## config.mk

```make
export PLATFORM = sky130hd
export DESIGN_NAME = rtc_trim_corrector
export DESIGN_NICKNAME = d
export VERILOG_FILES = /design/src/rtl/rtc_trim_pkg.sv /design/src/rtl/rtc_interval_timer.sv /design/src/rtl/rtc_trim_sequencer.sv /design/src/rtl/rtc_adv_select.sv /design/src/rtl/rtc_trim_corrector.sv
export SDC_FILE = /design/constraint.sdc
export NUM_CORES = 1
export LEC_CHECK = 0
export CORE_UTILIZATION = 55
export CTS_BUF_LIST = sky130_fd_sc_hd__clkbuf_8
export CTS_CLUSTER_SIZE = 12
export DETAILED_ROUTE_END_ITERATION = 7
export DONT_BUFFER_PORTS = 1
export PLACE_DENSITY = 0.7
export SYNTH_ARGS = -nofsm -noshare
export SYNTH_HDL_FRONTEND = slang
export SYNTH_SLANG_ARGS = --single-unit
export TNS_END_PERCENT = 30
```

## constraint.sdc

```tcl
create_clock -name clk -period 2.49 [get_ports clk]
set_input_delay 0.498 -clock clk [delete_from_list [all_inputs] [get_ports clk]]
set_output_delay 0.498 -clock clk [all_outputs]
set_load 0.05 [all_outputs]
```

## src/rtl/rtc_trim_pkg.sv

```systemverilog
package rtc_trim_pkg;

    localparam int unsigned TRIM_W       = 7;
    localparam int unsigned DEF_WINDOW   = 327680;

    typedef enum logic [1:0] {
        ADV_NONE   = 2'd0,
        ADV_SINGLE = 2'd1,
        ADV_DOUBLE = 2'd2
    } adv_e;

    typedef struct packed {
        logic              remove;
        logic [TRIM_W-1:0] mag;
    } trim_t;

    // Advance for one cycle given whether a tick is counted, whether the
    // correction is active and its direction.
    function automatic adv_e adv_for(input logic step, input logic corr,
                                     input logic remove);
        adv_e r;
        if (!step)       r = ADV_NONE;
        else if (!corr)  r = ADV_SINGLE;
        else if (remove) r = ADV_NONE;
        else             r = ADV_DOUBLE;
        return r;
    endfunction

endpackage

```

## src/rtl/rtc_interval_timer.sv

```systemverilog
module rtc_interval_timer
    import rtc_trim_pkg::*;
#(
    parameter int unsigned WINDOW_TICKS = DEF_WINDOW,
    localparam int unsigned CNT_W = $clog2(WINDOW_TICKS)
) (
    input  logic clk,
    input  logic rst,
    input  logic step_i,
    output logic wrap_o
);

    localparam logic [CNT_W-1:0] LAST = CNT_W'(WINDOW_TICKS - 1);

    logic [CNT_W-1:0] pos_q;

    assign wrap_o = step_i && (pos_q == LAST);

    always_ff @(posedge clk) begin
        if (rst) begin
            pos_q <= '0;
        end else if (step_i) begin
            if (pos_q == LAST) pos_q <= '0;
            else               pos_q <= pos_q + 1'b1;
        end
    end

endmodule

```

## src/rtl/rtc_trim_sequencer.sv

```systemverilog
module rtc_trim_sequencer
    import rtc_trim_pkg::*;
(
    input  logic  clk,
    input  logic  rst,
    input  logic  step_i,
    input  logic  wrap_i,
    input  trim_t trim_i,
    output logic  corr_o,
    output logic  remove_o
);

    trim_t             held_q;
    logic [TRIM_W-1:0] left_q;

    assign corr_o   = (left_q != '0);
    assign remove_o = held_q.remove;

    always_ff @(posedge clk) begin
        if (rst) begin
            held_q <= '0;
            left_q <= '0;
        end else if (wrap_i) begin
            held_q <= trim_i;
            left_q <= trim_i.mag;
        end else if (step_i && left_q != '0) begin
            left_q <= left_q - 1'b1;
        end
    end

endmodule

```

## src/rtl/rtc_adv_select.sv

```systemverilog
module rtc_adv_select
    import rtc_trim_pkg::*;
(
    input  logic step_i,
    input  logic corr_i,
    input  logic remove_i,
    output adv_e adv_o
);

    always_comb begin
        adv_o = adv_for(step_i, corr_i, remove_i);
    end

endmodule

```

## src/rtl/rtc_trim_corrector.sv

```systemverilog
module rtc_trim_corrector
    import rtc_trim_pkg::*;
#(
    parameter int unsigned WINDOW_TICKS = DEF_WINDOW
) (
    input  logic              clk,
    input  logic              rst,
    input  logic              tick_i,
    input  logic              rtc_en_i,
    input  logic [TRIM_W-1:0] trim_mag_i,
    input  logic              trim_remove_i,
    output logic [1:0]        adv_o,
    output logic              wrap_o
);

    logic  step;
    logic  wrap;
    logic  corr;
    logic  remove;
    trim_t trim_in;
    adv_e  adv;

    assign step    = tick_i && rtc_en_i;
    assign trim_in = '{remove: trim_remove_i, mag: trim_mag_i};

    rtc_interval_timer #(.WINDOW_TICKS(WINDOW_TICKS)) u_timer (
        .clk    (clk),
        .rst    (rst),
        .step_i (step),
        .wrap_o (wrap)
    );

    rtc_trim_sequencer u_seq (
        .clk      (clk),
        .rst      (rst),
        .step_i   (step),
        .wrap_i   (wrap),
        .trim_i   (trim_in),
        .corr_o   (corr),
        .remove_o (remove)
    );

    rtc_adv_select u_sel (
        .step_i   (step),
        .corr_i   (corr),
        .remove_i (remove),
        .adv_o    (adv)
    );

    assign adv_o  = adv;
    assign wrap_o = wrap;

endmodule

```

Word-level counts from Yosys, hierarchy flattened
Index checks and enable logic that the tools add are counted.
- flip-flop bits (word level): 27
- bits in latches: 0
- bits in writable memories: 0
- bits in read-only memories: 0
- logic and storage cells: 17
- memories kept: 0
- $add $sub $neg: 2
- multipliers: 0
- divide/modulo/power cells: 0
- magnitude comparators: 0
- equality and inequality tests: 1
- shift operators: 0
- muxes and demuxes: 6
- bitwise operators: 0
- reduce and logical (&&, ||, !) cells: 5
- operators by type and width (operator ; number):
    $add 19x1->19 const B ; 1
    $eq 19x19->1 const B ; 1
    $mux 19 ; 1
    $mux 7 ; 2
    $reduce_bool 7->1 ; 1
    $sub 7x1->7 const B ; 1
    $mux 2 ; 3
    $logic_and 1x1->1 ; 3
    $reduce_bool 2->1 ; 1

Logic depth before layout (Yosys ltp)
- depth after elaboration: 4
- depth in mapped cells: 8

By module
From an unflattened synthesis, not the netlist that was laid out.
- cells, all modules: 172
- area, all modules: 1514.0 µm²
- by module, submodules not included (module ; instances ; cells an instance ; area an instance (µm²)):
    rtc_interval_timer ; 1 ; 107 ; 930.9
    rtc_trim_sequencer ; 1 ; 62 ; 558.0
    rtc_adv_select ; 1 ; 2 ; 18.8
    rtc_trim_corrector ; 1 ; 1 ; 6.3

Least setup slack after synthesis
OpenSTA, ideal clock, no wires.
- path kind: register to output
- start point: reg u_seq.left_q[2]
- end point: out adv_o[0]
- data arrival time: 1595 ps
- setup slack: 397 ps
- stages on the path, launching flop included: 4
- cell sequence: dfxtp_1 nor4_1 nand3_1 nor2_1
- word-level cells in the longest chain between the ends: 3
- ends and longest elaborated chain (item ; line ; source):
    from (decl) ; rtc_trim_sequencer.sv:14 ; logic [TRIM_W-1:0] left_q;
    from (signal assigned) ; rtc_trim_sequencer.sv:25 ; left_q <= trim_i.mag;
    from (signal assigned) ; rtc_trim_sequencer.sv:27 ; left_q <= left_q - 1'b1;
    $reduce_bool 7->1 ; rtc_trim_sequencer.sv:16 ; assign corr_o = (left_q != '0);
    $mux 2 ; rtc_trim_pkg.sv:23 ; else if (!corr) r = ADV_SINGLE;
    $mux 2 ; rtc_trim_pkg.sv:22 ; if (!step) r = ADV_NONE;
    to (decl) ; rtc_trim_corrector.sv:12 ; output logic [1:0] adv_o,
No other way between the ends.

Final worst setup path
- start point: reg u_timer.pos_q[0]
- end point: out wrap_o
- word-level cells in the longest chain between the ends: 2
- ends and longest elaborated chain (item ; line ; source):
    from (decl) ; rtc_interval_timer.sv:15 ; logic [CNT_W-1:0] pos_q;
    from (signal assigned) ; rtc_interval_timer.sv:24 ; else pos_q <= pos_q + 1'b1;
    $eq 19x19->1 ; rtc_interval_timer.sv:17 ; assign wrap_o = step_i && (pos_q == LAST);
    $logic_and 1x1->1 ; rtc_interval_timer.sv:17 ;
    to (decl) ; rtc_trim_corrector.sv:13 ; output logic wrap_o
No other way between the ends.

==> results.md <==
* Yosys warnings at 0
* Syn Nets at 179
* WHS Endpoint: u_timer.pos_q[1]
* Crit Path Class: register to output pin
* Routed WL per cell at 13.3 um
* Required @ worst endpoint at 1.99 ns
* Relative slew slack at 61.9%
* CP startpoint: u_timer.pos_q[0]
* Max Slew Vio Count at 0
* Reg area at 541 um2
* CTS Hold Bufs at 0
* Die Area at 0.00269 mm2
* Worst-skew pair later-pin latency at 0.28 ns
* Synth Instances at 164
* Post-synthesis register bit count at 27
* PortBufs at 0
* Clk_skew at 0.00491 ns
* Largest net degree at the start of global routing at 16
* Iteration-0 DRC count of the detailed router at 21
* Total CTS buffers at 3
* CTS root buf: clkbuf_8
* Initial antenna violation count at 0
* Synth top area cells: dfxtp_1 40%, xnor2_1 8.3%, nor2_1 7.4%
* Status: completed
* CP endpoint kind: output pin
* # fillers at 216
* WHS Path Cells at 1
* Vias per Instance at 5.69
* Least-Margin Pin Slew at 0.566 ns
* Clock buffer depth at 2
* Initial Utilization at 60.1%
* Cell area power density at 931 mW/mm2
* Place WS at 0.399 ns
* Ys flop type: dfxtp_1
* Placed Cells at 191
* GR Layer Usage met1 at 24.4%
* Reg clk slew, reported paths at 0.09 ns
* Drt drc at 0
* Startpoint types: register
* FF-to-FF End: u_timer.pos_q[0]
* CTS Sinks at 27
* Gr usage total at 23.0%
* First-pass GRT wire length at 4530 um
* Final Power at 1.35 mW
* Die height at 51.9 um
* Vias in the first global route at 1075
* CTS tree: yes
* GR Overflow Total at 0
* Met2 usage at 42.9%
* First-pass DRT Iterations at 4
* Core area at 0.00228 mm2
* Post-synth top area share at 39.5%
* Synth async-reset ratio at 0%
* CP max-delay cell: or3_1
* Final period utilization at 94.6%
* N_diodes at 0
* Hold path startpoint: rst
* Critical path arrival at 1.86 ns
* Number of max-cap violations at 0
* Layout cells sized above 1 at 7.78%
* GP Congestion at 0.784
* LEAKAGE at 0.501 nW
* RSZ-0062 raised after global routing: false
* Multi-input logic area at 771 um2
* # setup viols final at 0
* Io pins at 15
* Fin Setup TNS at 0 ns
* Post-synth EDFFs at 0
* Routed WL at 2600 um
* Final hold vios at 0
* Crit path max fanout at 6
* Synthesized area at 0.00137 mm2
* R2R Setup Slk at 0.40 ns
* Setup WS post-layout at 0.134 ns
* Top Family by Delay on Critical Path: simple AND/OR/NAND/NOR gates
* Vias at 1110
* Worst flop-to-flop path startpoint: u_timer.pos_q[0]
* Nets@finish at 183
* Seq/Total Area, Yosys at 39.5%
* Antenna viol nets, final at 0
* Largest stage delay, worst path at 0.48 ns
* Row count at 17
* Chip width at 51.9 um
* Synth-to-Final Area Change at 5.67%
* Cell taking the most area after synthesis: dfxtp_1
* Critical-path cell list: ha_1 > and3_1 > nand4_1 > or3_1 > clkinv_4
* Fin cells at 195
* Peak VDD IR at 0.871 mV
* Final HPWL DP at 1870 um
* Distinct cell type count after synthesis at 36
* Min Tclk post-route at 2.36 ns
* Syn_area_per_cell at 8.34 um2
* R2r worst-path depth at 7
* H-tree lvl count at 1
* Commonest non-fill, non-tap cells in the layout: 27 x nor2_1, 27 x dfxtp_1, 16 x nand2_1, 13 x xnor2_1
* Fmax at 0.424 GHz
* M3 GR Usage at 7.02%
* Gr busiest metal: met2
* Worst min-delay path category: input port to register
* WP buf/inv at 1
[layer usage]
layer / wire length (um) / share of wire (%) / vias to the layer above
met5: 0 / 0 / -
met4: 23 / 0.88 / 0
met3: 116 / 4.5 / 4
met2: 1250 / 48 / 22
met1: 1210 / 47 / 509
li1: - / - / 575
[worst max-delay path by stage]
stage | end | slack, ns | depth (start not counted)
3_3_place_gp | wrap_o | 0.43 | 5
5_1_grt | wrap_o | 0.003 | 5
3_5_place_dp | u_timer.pos_q[0] | 0.40 | 7
2_1_floorplan | adv_o[0] | 0.40 | 3
6_report | wrap_o | 0.13 | 5
4_1_cts | wrap_o | 0.08 | 5
[power breakdown]
group	switching [mW]	internal [mW]	leakage (nW)	total [mW]
combinational	0.321	0.235	0.256	0.556
clock	0.137	0.111	0.0269	0.248
sequential	0.0544	0.487	0.218	0.542
[worst reg2reg max path: stages (launching register included)]
cell	delay, ns
dfxtp_1	0.37
ha_1	0.19
and3_1	0.21
nand4_1	0.18
or3_1	0.48
buf_4	0.20
nand2b_2	0.26
nor2_1	0.09
[registers in the layout (all words and copies together) (netlist names)]
register / count
u_timer.pos_q: 19
u_seq.left_q: 7
u_seq.remove_o: 1
[through the flow]
| step | hold slack, ns | utilization [%] | area, um2 |
|---|---|---|---|
| 5_1_grt | 0.260 | 63.5 | 1450 |
| 2_1_floorplan | 0.437 | - | 1370 |
| 6_report | 0.275 | 63.5 | 1450 |
| 3_5_place_dp | 0.448 | 61.4 | 1400 |
| 4_1_cts | 0.269 | 63.4 | 1440 |
| 3_3_place_gp | 0.440 | 61.4 | 1400 |
[repair_timing]
| item | 4_1_cts | 5_1_grt |
|---|---|---|
| buffers inserted | 0 | 0 |
| gates resized for setup | 0 | 1 |
| endpoints found under the setup margin | 0 | 1 |
[synth_stat cells (2+ instances only)]
library cell	count
dfxtp_1	27
nor2_1	27
nand2_1	16
xnor2_1	13
nand3_1	9
nor3_1	9
a21oi_1	7
xor2_1	7
inv_1	6
nand4_1	5
a32oi_1	3
and3_1	3
ha_1	3
mux2i_1	3
nor4_1	3
a211oi_1	2
a31oi_1	2
[final cells by class]
cell class,count,area share [%]
Clock buffer,3,2.86
Multi-Input combinational cell,126,53.3
Clock inverter,1,0.260
Timing Repair Buffer,3,1.56
Sequential cell,27,37.4
Tap cell,28,2.42
Inverter,7,2.16
[cells by family after synthesis]
kind of cell	after synthesis	share of synthesized area, %
buf+inv	11	4.12
compound gates	18	8.97
flops	27	39.5
simple gates	82	29.6
xor+xnor	20	12.8
mux	3	2.20
fa+ha+maj	3	2.75
Power figures use the tool's default switching activity.
